File: config.mk
export PLATFORM = sky130hd
export DESIGN_NAME = zsi_st_injector
export DESIGN_NICKNAME = d
export VERILOG_FILES = /design/src/rtl/zsi_pkg.sv /design/src/rtl/zsi_in_stage.sv /design/src/rtl/zsi_zero_detect.sv /design/src/rtl/zsi_st_timer.sv /design/src/rtl/zsi_gate_merge.sv /design/src/rtl/zsi_st_injector.sv
export SDC_FILE = /design/constraint.sdc
export NUM_CORES = 1
export LEC_CHECK = 0
export ABC_AREA = 1
export CORE_UTILIZATION = 51
export CTS_BUF_LIST = sky130_fd_sc_hd__clkbuf_16
export CTS_CLUSTER_DIAMETER = 100
export DETAILED_ROUTE_END_ITERATION = 10
export PLACE_DENSITY = 0.77
export SETUP_SLACK_MARGIN = 0.1
export SLEW_MARGIN = 20
export SYNTH_ARGS = -nofsm -noshare
export SYNTH_HDL_FRONTEND = slang
export SYNTH_SLANG_ARGS = --single-unit
File: constraint.sdc
create_clock -name clk -period 1.8 [get_ports clk]
set_input_delay 0.36 -clock clk [delete_from_list [all_inputs] [get_ports clk]]
set_output_delay 0.36 -clock clk [all_outputs]
set_load 0.03 [all_outputs]
File: src/rtl/zsi_pkg.sv
package zsi_pkg;
    typedef enum logic [1:0] {
        MODE_PASS     = 2'b00,
        MODE_TIMED    = 2'b01,
        MODE_CMP      = 2'b10,
        MODE_PASS_ALT = 2'b11
    } st_mode_e;
endpackage

File: src/rtl/zsi_in_stage.sv
module zsi_in_stage #(
    parameter int NPH  = 3,
    parameter int ST_W = 8
) (
    input  logic            clk,
    input  logic            rst,
    input  logic [1:0]      mode,
    input  logic [ST_W-1:0] st_len,
    input  logic            cmp_hi,
    input  logic            cmp_lo,
    input  logic [NPH-1:0]  up_in,
    input  logic [NPH-1:0]  dn_in,
    output zsi_pkg::st_mode_e mode_q,
    output logic [ST_W-1:0] len_q,
    output logic            cmp_q,
    output logic [NPH-1:0]  up_q,
    output logic [NPH-1:0]  dn_q
);
    import zsi_pkg::*;

    typedef struct packed {
        st_mode_e        mode;
        logic [ST_W-1:0] len;
        logic            cmp;
        logic [NPH-1:0]  up;
        logic [NPH-1:0]  dn;
    } stage_t;

    stage_t cur_q, nxt_d;

    always_comb begin
        nxt_d      = cur_q;
        nxt_d.mode = st_mode_e'(mode);
        nxt_d.len  = st_len;
        nxt_d.cmp  = cmp_hi | cmp_lo;
        nxt_d.up   = up_in;
        nxt_d.dn   = dn_in;
        if (rst) begin
            nxt_d      = '0;
            nxt_d.mode = MODE_PASS;
        end
    end

    always_ff @(posedge clk) begin
        cur_q <= nxt_d;
    end

    assign mode_q = cur_q.mode;
    assign len_q  = cur_q.len;
    assign cmp_q  = cur_q.cmp;
    assign up_q   = cur_q.up;
    assign dn_q   = cur_q.dn;
endmodule

File: src/rtl/zsi_zero_detect.sv
module zsi_zero_detect #(
    parameter int NPH = 3
) (
    input  logic           clk,
    input  logic           rst,
    input  logic [NPH-1:0] up_q,
    input  logic [NPH-1:0] dn_q,
    output logic           zero,
    output logic           zero_rise
);
    typedef struct packed {
        logic zero_prev;
    } det_t;

    det_t cur_q, nxt_d;
    logic any_up, any_dn;

    always_comb begin
        any_up          = |up_q;
        any_dn          = |dn_q;
        zero            = ~(any_up & any_dn);
        zero_rise       = zero & ~cur_q.zero_prev;
        nxt_d           = cur_q;
        nxt_d.zero_prev = zero;
        if (rst) begin
            nxt_d.zero_prev = 1'b1;
        end
    end

    always_ff @(posedge clk) begin
        cur_q <= nxt_d;
    end
endmodule

File: src/rtl/zsi_st_timer.sv
module zsi_st_timer #(
    parameter int ST_W = 8
) (
    input  logic            clk,
    input  logic            rst,
    input  logic            enable,
    input  logic            zero,
    input  logic            zero_rise,
    input  logic [ST_W-1:0] len_q,
    output logic            st_timed
);
    localparam logic [ST_W-1:0] ONE = ST_W'(1);

    typedef struct packed {
        logic [ST_W-1:0] left;
    } tmr_t;

    tmr_t cur_q, nxt_d;

    always_comb begin
        nxt_d    = cur_q;
        st_timed = 1'b0;
        if (!enable || !zero) begin
            nxt_d.left = '0;
        end else if (zero_rise) begin
            st_timed   = (len_q != '0);
            nxt_d.left = (len_q != '0) ? (len_q - ONE) : '0;
        end else if (cur_q.left != '0) begin
            st_timed   = 1'b1;
            nxt_d.left = cur_q.left - ONE;
        end
        if (rst) begin
            nxt_d = '0;
        end
    end

    always_ff @(posedge clk) begin
        cur_q <= nxt_d;
    end
endmodule

File: src/rtl/zsi_gate_merge.sv
module zsi_gate_merge #(
    parameter int NPH = 3
) (
    input  zsi_pkg::st_mode_e mode_q,
    input  logic              st_timed,
    input  logic              cmp_q,
    input  logic [NPH-1:0]    up_q,
    input  logic [NPH-1:0]    dn_q,
    output logic [NPH-1:0]    up_out,
    output logic [NPH-1:0]    dn_out
);
    import zsi_pkg::*;

    logic timed_term, cmp_term, st_all;

    always_comb begin
        timed_term = st_timed & (mode_q == MODE_TIMED);
        cmp_term   = cmp_q & (mode_q == MODE_CMP);
        st_all     = timed_term | cmp_term;
    end

    for (genvar ph = 0; ph < NPH; ph++) begin : g_leg
        assign up_out[ph] = up_q[ph] | st_all;
        assign dn_out[ph] = dn_q[ph] | st_all;
    end
endmodule

File: src/rtl/zsi_st_injector.sv
module zsi_st_injector #(
    parameter int NPH  = 3,
    parameter int ST_W = 8
) (
    input  logic            clk,
    input  logic            rst,
    input  logic [1:0]      mode,
    input  logic [ST_W-1:0] st_len,
    input  logic            cmp_hi,
    input  logic            cmp_lo,
    input  logic [NPH-1:0]  gate_up_in,
    input  logic [NPH-1:0]  gate_dn_in,
    output logic [NPH-1:0]  gate_up_out,
    output logic [NPH-1:0]  gate_dn_out
);
    import zsi_pkg::*;

    st_mode_e        mode_q;
    logic [ST_W-1:0] len_q;
    logic            cmp_q;
    logic [NPH-1:0]  up_q, dn_q;
    logic            zero, zero_rise, st_timed, timed_en;

    zsi_in_stage #(.NPH(NPH), .ST_W(ST_W)) u_in (
        .clk(clk), .rst(rst), .mode(mode), .st_len(st_len),
        .cmp_hi(cmp_hi), .cmp_lo(cmp_lo),
        .up_in(gate_up_in), .dn_in(gate_dn_in),
        .mode_q(mode_q), .len_q(len_q), .cmp_q(cmp_q),
        .up_q(up_q), .dn_q(dn_q)
    );

    zsi_zero_detect #(.NPH(NPH)) u_det (
        .clk(clk), .rst(rst), .up_q(up_q), .dn_q(dn_q),
        .zero(zero), .zero_rise(zero_rise)
    );

    assign timed_en = (mode_q == MODE_TIMED);

    zsi_st_timer #(.ST_W(ST_W)) u_tmr (
        .clk(clk), .rst(rst), .enable(timed_en), .zero(zero),
        .zero_rise(zero_rise), .len_q(len_q), .st_timed(st_timed)
    );

    zsi_gate_merge #(.NPH(NPH)) u_merge (
        .mode_q(mode_q), .st_timed(st_timed), .cmp_q(cmp_q),
        .up_q(up_q), .dn_q(dn_q),
        .up_out(gate_up_out), .dn_out(gate_dn_out)
    );
endmodule

# == Word level (Yosys, flattened, before mapping) ==
# Cells that the tools add are included.
# word_totals
out_inout_bits,6
register_bits,26
word_cells,39
in_bits,20
# classes
bitwise_logic,14
n_eq_ne,2
addsub,2
muxes,6
reduce_logical,8
# ops
cell,count
8-bit two-way mux,3
8-bit nonzero test,2
8-bit by 1-bit subtractor with 8-bit output (second input constant),2
1-bit bitwise OR,8
3-bit OR reduction,2
1-bit bitwise AND,4
1-bit two-way mux,3
2-bit by 1-bit equality test with 1-bit output (second input constant),1
2-bit equality test (second input constant),1
1-bit inverter,2
2-bit nonzero test,1
2-bit OR reduction,1
1-bit logical NOT,1
1-bit logical OR,1

# == Longest topological paths before layout ==
# Gate-level depths: netlist (run 1).
# logic_depth
word_depth,9
mapped_depth,9
depth_no_buf,8

# == Modules after synthesis ==
# From an unflattened synthesis (run 1), not the netlist that was laid out.
# hier_totals
hier_cells,191
hier_area_um2,1381.3
# modules_own_cells
module,area_each_um2,cells_each,seq_area_each_um2,n_inst
zsi_st_timer,729.4,110,160.2,1
zsi_in_stage,494.2,53,340.3,1
zsi_gate_merge,80.1,16,0.0,1
zsi_zero_detect,67.6,10,20.0,1
zsi_st_injector,10.0,2,0.0,1

# == Worst setup path before layout (run 1) ==
# OpenSTA, ideal clock, no wires.
# synth_path
path_type,register to output
from,reg u_in.cur_q (netlist bit u_in.len_q[0])
to,out gate_dn_out[0]
n_path_buf,0
path_slack_ns,0.156
path_stages_with_launch,8
arrival_time_ns,1.284
required_time_ns,1.440
path_cell_list,dfxtp_1 > inv_1 > ha_1 > nand3_1 > nor2_4 > nand3_2 > nand3b_4 > nand3_1
# synth_via
elab_chain_cells,6
# synth_lines
item,line,rtl
start: declaration,zsi_in_stage.sv:29,"stage_t cur_q, nxt_d;"
start signal: assignment,zsi_in_stage.sv:45,cur_q <= nxt_d;
8-bit nonzero test,zsi_st_timer.sv:26,st_timed = (len_q != '0);
1-bit two-way mux,zsi_st_timer.sv:25,end else if (zero_rise) begin
1-bit two-way mux,zsi_st_timer.sv:23,if (!enable || !zero) begin
1-bit bitwise AND,zsi_gate_merge.sv:17,timed_term = st_timed & (mode_q == MODE_TIMED);
1-bit bitwise OR,zsi_gate_merge.sv:19,st_all = timed_term | cmp_term;
1-bit bitwise OR,zsi_gate_merge.sv:24,assign dn_out[ph] = dn_q[ph] | st_all;
end: declaration,zsi_st_injector.sv:14,output logic [NPH-1:0] gate_dn_out
# Every way passes these cells.

# == Worst setup path in the final report (run 1) ==
# layout_path
from,reg u_in.cur_q (netlist bit u_in.dn_q[1])
to,out gate_up_out[1]
# layout_via
elab_chain_cells,9
word_cells_on_any_way,10
cone_classes,mux: 2; bitwise: 6; reduce/logical: 2
# layout_lines
item,line,rtl
3-bit OR reduction (*),zsi_zero_detect.sv:20,any_dn = |dn_q;
1-bit bitwise AND (*),zsi_zero_detect.sv:21,zero = ~(any_up & any_dn);
1-bit inverter,zsi_zero_detect.sv:21,
1-bit bitwise AND,zsi_zero_detect.sv:22,zero_rise = zero & ~cur_q.zero_prev;
1-bit two-way mux,zsi_st_timer.sv:25,
1-bit two-way mux (*),zsi_st_timer.sv:23,
1-bit bitwise AND (*),zsi_gate_merge.sv:17,
1-bit bitwise OR (*),zsi_gate_merge.sv:19,
1-bit bitwise OR (*),zsi_gate_merge.sv:23,assign up_out[ph] = up_q[ph] | st_all;
end: declaration,zsi_st_injector.sv:13,"output logic [NPH-1:0] gate_up_out,"
# Mark *: on every way between the ends. The rest lies on a longest branch, timed or not.

==> results.txt, run 1 <==
Synth top cells by count = 38 x inv_1, 37 x nor2_1, 36 x nand2_1
Post-Route WL = 3839 um
minimum clock period = 1.883 ns
fmax = 0.5310 GHz
Synth async-reset ratio = 0%
critical path launch point = u_in.dn_q[1]$_SDFF_PP0_
gpl congestion = 0.7941
die area = 3040 um^2
Cell Area, Synth = 1440 um^2
run status = finished, violations left
leakage = 1.060 nW
Fin Clk Skew = 0.001690 ns
layout cell share with drive strength beyond 1 = 31.43%
Critical Path AT = 1.52 ns
drt wl/cell = 13.96 um
failing checks = negative setup slack
ant diodes = 0
All-Layer GR Usage = 24.72%
register area share after synthesis = 36.14%
IO Port Bufs = 25
Max IR drop VDD = 0.7904 mV
cell count after synthesis = 202
Clock Power Share = 33.2%
Post-Synth Adder-Cell Area = 3.475%
RSZ-0062 raised after global routing = yes
compound-gate portion of the synthesized area = 7.472%
buffer levels on the longest clock path = 2
final worst slack = -0.08333 ns
Crit path required time = 1.44 ns
# IOs = 26
core outline area = 2567 um^2
cts hold-fix bufs = 0
Worst slew margin = 68.12%
WS Path Type = reg -> out
placed instance area = 1715 um^2
XOR/XNOR Fraction of Synth Area = 0.6082%
TritonRoute pass-1 iters = 4
count of state elements after synthesis = 26
Top FF cell, synth = dfxtp_1
CP endpoint kind = output pin
worst-path fanout max = 6
Pwr Density = 727.7 nW/um^2
FP Rows = 18
Hold Crit Class = reg -> reg
Setup Total Neg Slack = -0.3865 ns
Finished Layout Cells = 275
largest net degree at the start of global routing = 14
share of the synthesized area in the top cell type = 36.14%
hold_ws = 0.5557 ns
mux share of post-synthesis cell area = 0%
hpwl dp = 2085 um
post-route cell area = 2034 um^2
first-pass GRT wire length = 5106 um
Initial Utilization = 56.09%
r2r startpoint = u_tmr.cur_q[0]$_SDFFE_PP0P_
Final setup viols = 6
placed insts = 257
number of flops mapped to enable cells by yosys = 0
vias in the first global route = 1283
leading area contributor after synthesis = dfxtp_1
# DRC = 0
final period utilization = 104.6%
Switching Fraction = 28.22%
CTS tree = yes
Layout Utilization = 79.24%
Via density = 5.269
Final Max Slew Viols = 0
initial DRC count = 46
Final ANT Viol Nets = 0
via count = 1449
slew at the pin closest to its max-slew limit = 0.4768 ns
Max Cap Violations = 0
die height = 55.14 um
Post-Syn Area per Cell = 7.129 um^2
clk_lat worst skew = 0.26 ns
post-synth net total = 226
width of the chip = 55.14 um
HP Start = u_tmr.cur_q[0]$_SDFFE_PP0P_
Num CTS Buffers = 3
post-synth cell types = 25
Area growth, synth to finish = 41.27%
clock sink count = 26
Root Buffer = clkbuf_16
H-Tree Depth = 1
Fin. Hold Viols = 0
global route overflow = 0
Internal = 1.063 mW
nets = 271
Ys Warns = 0
Worst setup SP type = register
Worst-path clk slew = 0.06 ns
Simple-Gate Fraction of Synth Area = 40.75%
Logic pwr share = 25.1%
sequential power share = 41.7%
most common cell in the synthesized netlist = inv_1
antenna violations before repair = 0
main area contributors after synthesis = dfxtp_1 36%, inv_1 9.9%, nor2_1 9.6%
NetSw = 0.4178 mW
filler instances = 186
largest family of logic cells by synthesized area = simple AND/OR/NAND/NOR gates
-- what timing repair did --
| action | in CTS | in global routing |
|---|---|---|
| pin swaps | 9 | 8 |
| gates resized for setup | 24 | 13 |
| buffers inserted | 10 | 5 |
| cloned | 0 | 0 |
| setup endpoints to repair | 6 | 6 |
-- registers in the layout, summed over array words and instances (netlist names) --
name / cells
u_det.cur_q: 1
u_in.up_q: 3
u_in.cmp_q: 1
u_in.mode_q: 2
u_in.dn_q: 3
u_in.len_q: 8
u_tmr.cur_q: 8
-- cell usage in the layout, fill, tap and decap left out, types with 2 or more instances in the layout --
cell	synthesis	routed
nand3b_1	3	3
nand3_1	16	8
inv_2	1	8
o21bai_1	2	2
o21ai_1	3	3
buf_4	0	18
nand2_1	36	35
dfxtp_1	26	21
buf_6	1	6
nor2_4	4	4
nand2_4	4	6
nand3_2	3	8
nor2_1	37	36
dfxtp_2	0	5
inv_1	38	31
ha_4	0	2
ha_1	4	2
a21oi_2	6	6
nand4_1	2	2
clkdlybuf4s50_1	0	19
o21ai_0	5	5
clkbuf_16	0	3
nand3_4	0	3
nor2_2	3	4
-- per-stage QoR --
stage,worst slack [ns],total power [mW]
finish,-0.08333,1.481
global route,-0.1607,1.533
global placement,0.1396,0.9009
detailed placement,0.08091,0.9101
CTS,-0.006036,1.434
floorplan,0.1559,0.8195
-- cells by family after synthesis --
kind of cell,count (synthesis)
and+or+nand+nor,113
DFF,26
buffers and inverters,42
adders and majority gates,4
xor gates and xnor gates,1
AOI/OAI and AO/OA,16
-- cell type report --
type / instances / area [um^2] / share of cell area (%)
tap: 30 / 37.54 / 1.845
clock buffer: 3 / 75.07 / 3.690
timing repair buffer: 43 / 392.9 / 19.31
inverter: 39 / 146.4 / 7.196
multi-input combinational: 134 / 855.8 / 42.07
sequential: 26 / 526.8 / 25.89
-- worst max-delay path: stages (launching register included) --
cell and delay (ns):
dfxtp_1 0.31, inv_1 0.12, nand3_2 0.11, nand2_4 0.14, nand2_4 0.08, nand2_4 0.08
nand3b_4 0.14, nand3_2 0.12, buf_6 0.15
-- power groups by stage --
stage               clock, mW  combinational [mW]  sequential [mW]
CTS                     0.488               0.331            0.615
global placement            0               0.274            0.627
detailed placement          0               0.283            0.627
floorplan                   0               0.195            0.625
finish                  0.491               0.371            0.618
global route            0.512               0.401            0.620
-- path summary, 6_finish.rpt --
path              slack (ns)  cells past startpoint                           to
setup / recovery       -0.08                      8               gate_up_out[1]
hold / removal          0.56                      2  u_tmr.cur_q[0]$_SDFFE_PP0P_
setup reg to reg        0.28                      8  u_tmr.cur_q[6]$_SDFFE_PP0P_
hold reg to reg         0.56                      2  u_tmr.cur_q[0]$_SDFFE_PP0P_
-- metal layers --
layer | global-route usage [%] | vias to the layer above | part of all wire [%]
met3 | 6.284 | 22 | 6.8
met4 | 17.50 | 0 | 5.2
met2 | 47.39 | 64 | 51
li1 | - | 704 | -
met5 | 0 | - | 0
met1 | 22.02 | 659 | 37
(Power assumes the default switching activity.)
==> run 2, diff against run 1 <==
Settings changed: CORE_MARGIN from default to 1.5.
==> run 2 against run 1 <==
Effect of this change: the run still ends with negative setup slack left; combinational power fell by 2%; highest routed layer unchanged; largest cell class unchanged; first-iteration DRC count increased by 28%; final area about the same; critical endpoint is now gate_dn_out[2].
==> results.txt, run 2 (same netlist as run 1, synthesis figures left out) <==
Worst-path clk slew = 0.06 ns (about the same)
gpl congestion = 0.7926 (was 0.7941)
Final Max Slew Viols = 0 (unchanged)
slew at the pin closest to its max-slew limit = 0.3987 ns (was 0.4768 ns)
run status = finished, violations left (unchanged)
TritonRoute pass-1 iters = 4 (unchanged)
Area growth, synth to finish = 41.18% (was 41.27%)
R2R cell count = 10 (was 8)
critical path launch point = u_in.len_q[1]$_SDFF_PP0_ (was u_in.dn_q[1]$_SDFF_PP0_)
vias in the first global route = 1164 (was 1283)
IO Port Bufs = 25 (unchanged)
antenna violations before repair = 0 (unchanged)
die area = 3152 um^2 (was 3040 um^2)
nets = 271 (unchanged)
global route overflow = 0 (unchanged)
Num CTS Buffers = 3 (unchanged)
Setup Total Neg Slack = -0.4159 ns (was -0.3865 ns)
drt wl/cell = 12.13 um (was 13.96 um)
Fin. Hold Viols = 0 (unchanged)
most frequent cells in the layout = 36 x nor2_1, 35 x nand2_1, 32 x inv_1 (was 36 x nor2_1, 35 x nand2_1, 31 x inv_1)
buffer levels on the longest clock path = 2 (unchanged)
Worst Setup EP = gate_dn_out[2] (was gate_up_out[1])
hpwl dp = 1950 um (was 2085 um)
Critical Path AT = 1.53 ns (was 1.52 ns)
width of the chip = 56.14 um (was 55.14 um)
die height = 56.14 um (was 55.14 um)
# IOs = 26 (unchanged)
FF-to-FF setup slack = 0.28 ns (about the same)
H-Tree Depth = 1 (unchanged)
Worst setup SP type = register (unchanged)
# DRC = 0 (unchanged)
worst-path fanout max = 6 (unchanged)
minimum clock period = 1.885 ns (was 1.883 ns)
initial DRC count = 59 (was 46)
Critical R2R Capture = u_tmr.cur_q[0]$_SDFFE_PP0P_ (was u_tmr.cur_q[6]$_SDFFE_PP0P_)
hold_ws = 0.5304 ns (was 0.5557 ns)
via count = 1298 (was 1449)
GR peak layer = met2 (unchanged)
leakage = 1.051 nW (was 1.060 nW)
Max Cap Violations = 0 (unchanged)
CTS tree = yes (unchanged)
WS Path Type = reg -> out (unchanged)
Final setup viols = 6 (unchanged)
Via density = 4.703 (was 5.269)
failing checks = negative setup slack (unchanged)
fmax = 0.5304 GHz (was 0.5310 GHz)
GR Util met3 = 5.349% (was 6.284%)
r2r startpoint = u_in.len_q[1]$_SDFF_PP0_ (was u_tmr.cur_q[0]$_SDFFE_PP0P_)
clock sink count = 26 (unchanged)
Final ANT Viol Nets = 0 (unchanged)
All-Layer GR Usage = 21.21% (was 24.72%)
Fin Clk Skew = 0.002622 ns (was 0.001690 ns)
CP endpoint kind = output pin (unchanged)
final worst slack = -0.08535 ns (was -0.08333 ns)
Initial Utilization = 53.14% (was 56.09%)
ant diodes = 0 (unchanged)
core outline area = 2710 um^2 (was 2567 um^2)
Hold Crit Class = reg -> reg (unchanged)
filler instances = 206 (was 186)
first-pass GRT wire length = 5071 um (was 5106 um)
RSZ-0062 raised after global routing = yes (unchanged)
placed insts = 258 (was 257)
Worst slew margin = 73.34% (was 68.12%)
Root Buffer = clkbuf_16 (unchanged)
largest net degree at the start of global routing = 14 (unchanged)
Max IR drop VDD = 0.7168 mV (was 0.7904 mV)
commonest non-fill, non-tap cell in the layout = nor2_1 (unchanged)
FP Rows = 19 (was 18)
final period utilization = 104.7% (was 104.6%)
Crit path required time = 1.44 ns (about the same)
clk_lat worst skew = 0.26 ns (about the same)
Finished Layout Cells = 276 (was 275)
layout cell share with drive strength beyond 1 = 31.43% (unchanged)
GRT met1 Usage = 24.09% (was 22.02%)
Post-Route WL = 3349 um (was 3839 um)
Pwr Density = 720.3 nW/um^2 (was 727.7 nW/um^2)
grt met2 use = 35.29% (was 47.39%)
[run 2: what timing repair did]
item                                   in CTS  in global routing
buffers inserted                            5                 10
hold buffers                                0                  0
endpoints found under the hold margin       0                  0
setup endpoints to repair                   6                  6
pin swaps                                   5                 11
resized for setup                          22                 14
[run 2: cell type report]
cell class                 count  area (um^2)  area share, %
timing repair buffer          43        392.9          19.32
tap                           31        38.79          1.908
sequential                    26        528.0          25.97
multi-input combinational    134        852.1          41.91
clock buffer                   3        75.07          3.692
inverter                      39        146.4          7.200
[run 2: worst min-delay path by stage]
| stage | from | cells after the start | endpoint | slack, ns |
|---|---|---|---|---|
| floorplan | u_tmr.cur_q[0]$_SDFFE_PP0P_ | 2 | u_tmr.cur_q[0]$_SDFFE_PP0P_ | 0.46 |
| finish | u_tmr.cur_q[0]$_SDFFE_PP0P_ | 2 | u_tmr.cur_q[0]$_SDFFE_PP0P_ | 0.53 |
| global route | u_tmr.cur_q[0]$_SDFFE_PP0P_ | 2 | u_tmr.cur_q[0]$_SDFFE_PP0P_ | 0.55 |
| detailed placement | u_tmr.cur_q[0]$_SDFFE_PP0P_ | 2 | u_tmr.cur_q[0]$_SDFFE_PP0P_ | 0.50 |
| global placement | u_tmr.cur_q[0]$_SDFFE_PP0P_ | 2 | u_tmr.cur_q[0]$_SDFFE_PP0P_ | 0.49 |
| CTS | u_tmr.cur_q[0]$_SDFFE_PP0P_ | 2 | u_tmr.cur_q[0]$_SDFFE_PP0P_ | 0.51 |
[run 2: critical path, stage by stage, from the launching register on]
cell	delay (ns)
dfxtp_2	0.33
inv_2	0.08
ha_4	0.13
nand3_4	0.07
nor2_4	0.13
nand3_2	0.11
nand3b_4	0.16
nand3_2	0.10
buf_6	0.16
[run 2: stage by stage]
step	area [um^2]	utilization [%]	worst slack (ns)	power, mW
5_1_grt	2033	75.02	-0.1543	1.531
4_1_cts	1912	70.54	-0.03995	1.413
3_3_place_gp	1717	63.34	0.1264	0.9086
6_report	2033	75.02	-0.08535	1.464
3_5_place_dp	1717	63.34	0.05367	0.9131
2_1_floorplan	1440	-	0.1559	0.8195
[run 2: metal layers]
metal / vias up / wire [um] / share of wire (%)
met3: 12 / 94 / 2.8
li1: 701 / - / -
met5: - / 0 / 0
met4: 0 / 133 / 4.0
met2: 27 / 1717 / 51
met1: 558 / 1404 / 42
[run 2: report_power, final]
part / total [mW] / internal (mW) / switching (mW)
sequential: 0.618 / 0.602 / 0.0160
combinational: 0.365 / 0.169 / 0.196
clock: 0.482 / 0.294 / 0.188
total: 1.46 / 1.07 / 0.399
==> run 3, diff against run 2 <==
Settings changed: CORE_UTILIZATION 51 to 55, DONT_BUFFER_PORTS from default to 1, PLACE_DENSITY 0.77 to 0.69.
==> run 3 against run 2 <==
Effect of this change: the flow still finishes with violations (negative setup slack); die area shrank 6.9%; fmax grew 1.0%; worst hold slack lost 0.38 ns; routed wire length grew 1.4%; final area shrank 10%; largest cell class unchanged; utilization shrank 1.3 points; clock-buffer cell count is the same; global-route usage grew 4.3 points; clock power grew 1%; non-clock buffer count shrank 26; sequential share of layout area grew 2.7 points.
==> results.txt, run 3 (same netlist as run 1, synthesis figures left out) <==
Clock Power Share = 34.4% (was 32.9%)
Fin. Hold Viols = 0 (unchanged)
die height = 54.17 um (was 56.14 um)
Worst setup SP type = register (unchanged)
core outline area = 2477 um^2 (was 2710 um^2)
R2R cell count = 7 (was 10)
FP Rows = 18 (was 19)
vias in the first global route = 1189 (was 1164)
Final ANT Viol Nets = 0 (unchanged)
Crit path required time = 1.44 ns (about the same)
IO Port Bufs = 0 (was 25)
slew at the pin closest to its max-slew limit = 0.6838 ns (was 0.3987 ns)
initial DRC count = 36 (was 59)
drt wl/cell = 13.64 um (was 12.13 um)
Layout Utilization = 73.69% (was 75.02%)
Worst slew margin = 54.28% (was 73.34%)
cts hold-fix bufs = 0 (unchanged)
Finished Layout Cells = 249 (was 276)
Max Cap Violations = 0 (unchanged)
Final Max Slew Viols = 0 (unchanged)
Pwr Density = 777.5 nW/um^2 (was 720.3 nW/um^2)
fmax = 0.5357 GHz (was 0.5304 GHz)
leakage = 0.9445 nW (was 1.051 nW)
hpwl dp = 1999 um (was 1950 um)
CTS tree = yes (unchanged)
Hold Path Stages = 1 (was 2)
Worst-path clk slew = 0.06 ns (about the same)
first-pass GRT wire length = 5223 um (was 5071 um)
CP endpoint kind = output pin (unchanged)
Max IR drop VDD = 0.8205 mV (was 0.7168 mV)
final period utilization = 103.7% (was 104.7%)
most frequent cells in the layout = 36 x nor2_1, 35 x nand2_1, 28 x inv_1 (was 36 x nor2_1, 35 x nand2_1, 32 x inv_1)
placed insts = 230 (was 258)
placed instance area = 1465 um^2 (was 1717 um^2)
TritonRoute pass-1 iters = 4 (unchanged)
Fin Clk Skew = 0.003917 ns (was 0.002622 ns)
filler instances = 165 (was 206)
Post-Route WL = 3397 um (was 3349 um)
Critical Path AT = 1.51 ns (was 1.53 ns)
clk_lat worst skew = 0.26 ns (about the same)
global route overflow = 0 (unchanged)
largest net degree at the start of global routing = 20 (was 14)
Num CTS Buffers = 3 (unchanged)
Logic pwr share = 22.0% (was 24.9%)
clock sink count = 26 (unchanged)
ant diodes = 0 (unchanged)
Final setup viols = 6 (unchanged)
commonest non-fill, non-tap cell in the layout = nor2_1 (unchanged)
Root Buffer = clkbuf_16 (unchanged)
All-Layer GR Usage = 25.50% (was 21.21%)
post-route cell area = 1826 um^2 (was 2033 um^2)
hold_ws = 0.1545 ns (was 0.5304 ns)
run status = finished, violations left (unchanged)
sequential power share = 43.5% (was 42.2%)
failing checks = negative setup slack (unchanged)
layout cell share with drive strength beyond 1 = 32.42% (was 31.43%)
NetSw = 0.4016 mW (was 0.3994 mW)
Internal = 1.018 mW (was 1.065 mW)
width of the chip = 54.17 um (was 56.14 um)
Hold Crit Class = in -> reg (was reg -> reg)
buffer levels on the longest clock path = 2 (unchanged)
worst-path fanout max = 6 (unchanged)
H-Tree Depth = 1 (unchanged)
RSZ-0062 raised after global routing = yes (unchanged)
antenna violations before repair = 0 (unchanged)
nets = 245 (was 271)
# DRC = 0 (unchanged)
minimum clock period = 1.867 ns (was 1.885 ns)
Via density = 5.129 (was 4.703)
gpl congestion = 0.8463 (was 0.7926)
Area growth, synth to finish = 26.76% (was 41.18%)
final worst slack = -0.06672 ns (was -0.08535 ns)
# IOs = 26 (unchanged)
Switching Fraction = 28.29% (was 27.27%)
via count = 1277 (was 1298)
WS Path Type = reg -> out (unchanged)
die area = 2934 um^2 (was 3152 um^2)
Initial Utilization = 58.13% (was 53.14%)
run 3: worst max-delay path, stage by stage (launching register included):
cell and delay, ns:
dfxtp_1 0.31, inv_2 0.08, nand3_2 0.11, nand2_4 0.14, buf_6 0.12, nand3_2 0.10
nand3b_4 0.21, nand3_4 0.17
run 3: power by group through the flow:
| stage | clock network [mW] | logic [mW] | registers [mW] |
|---|---|---|---|
| floorplan | 0 | 0.195 | 0.625 |
| global placement | 0 | 0.208 | 0.627 |
| detailed placement | 0 | 0.216 | 0.628 |
| CTS | 0.477 | 0.283 | 0.617 |
| global route | 0.520 | 0.340 | 0.621 |
| finish | 0.489 | 0.313 | 0.618 |
run 3: what timing repair did:
item | CTS | global route
gates resized for setup | 37 | 3
pin swaps | 11 | 8
setup buffers | 10 | 6
setup endpoints to repair | 6 | 6
run 3: layer usage:
metal / wire [um] / share of wire [%] / vias up / global-route usage [%]
li1: - / - / 649 / -
met1: 1325 / 39 / 574 / 25.55
met2: 1811 / 53 / 42 / 47.39
met3: 125 / 3.7 / 12 / 6.111
met4: 134 / 3.9 / 0 / 14.17
met5: 0 / 0 / - / 0
run 3: final timing paths:
check                                   start                     endpoint  slack [ns]
setup / recovery      u_in.up_q[0]$_SDFF_PP0_               gate_dn_out[2]       -0.07
hold / removal                            rst     u_in.len_q[1]$_SDFF_PP0_        0.15
setup reg to reg  u_tmr.cur_q[0]$_SDFFE_PP0P_  u_tmr.cur_q[2]$_SDFFE_PP0P_        0.38
hold reg to reg   u_tmr.cur_q[0]$_SDFFE_PP0P_  u_tmr.cur_q[0]$_SDFFE_PP0P_        0.55
run 3: through the flow:
stage / TNS (ns) / power (mW) / setup WS, ns
finish: -0.3470 / 1.419 / -0.06672
global route: -0.6672 / 1.480 / -0.1159
CTS: 0 / 1.378 / 0.01336
detailed placement: 0 / 0.8439 / 0.05369
global placement: 0 / 0.8356 / 0.1107
floorplan: 0 / 0.8195 / 0.1559
run 3: area by class of cell:
| class | count | area, um^2 | share of cell area, % |
|---|---|---|---|
| inverter | 39 | 146.4 | 8.019 |
| multi-input combinational | 134 | 910.9 | 49.90 |
| timing repair buffer | 17 | 131.4 | 7.197 |
| tap | 30 | 37.54 | 2.056 |
| sequential | 26 | 524.3 | 28.72 |
| clock buffer | 3 | 75.07 | 4.112 |
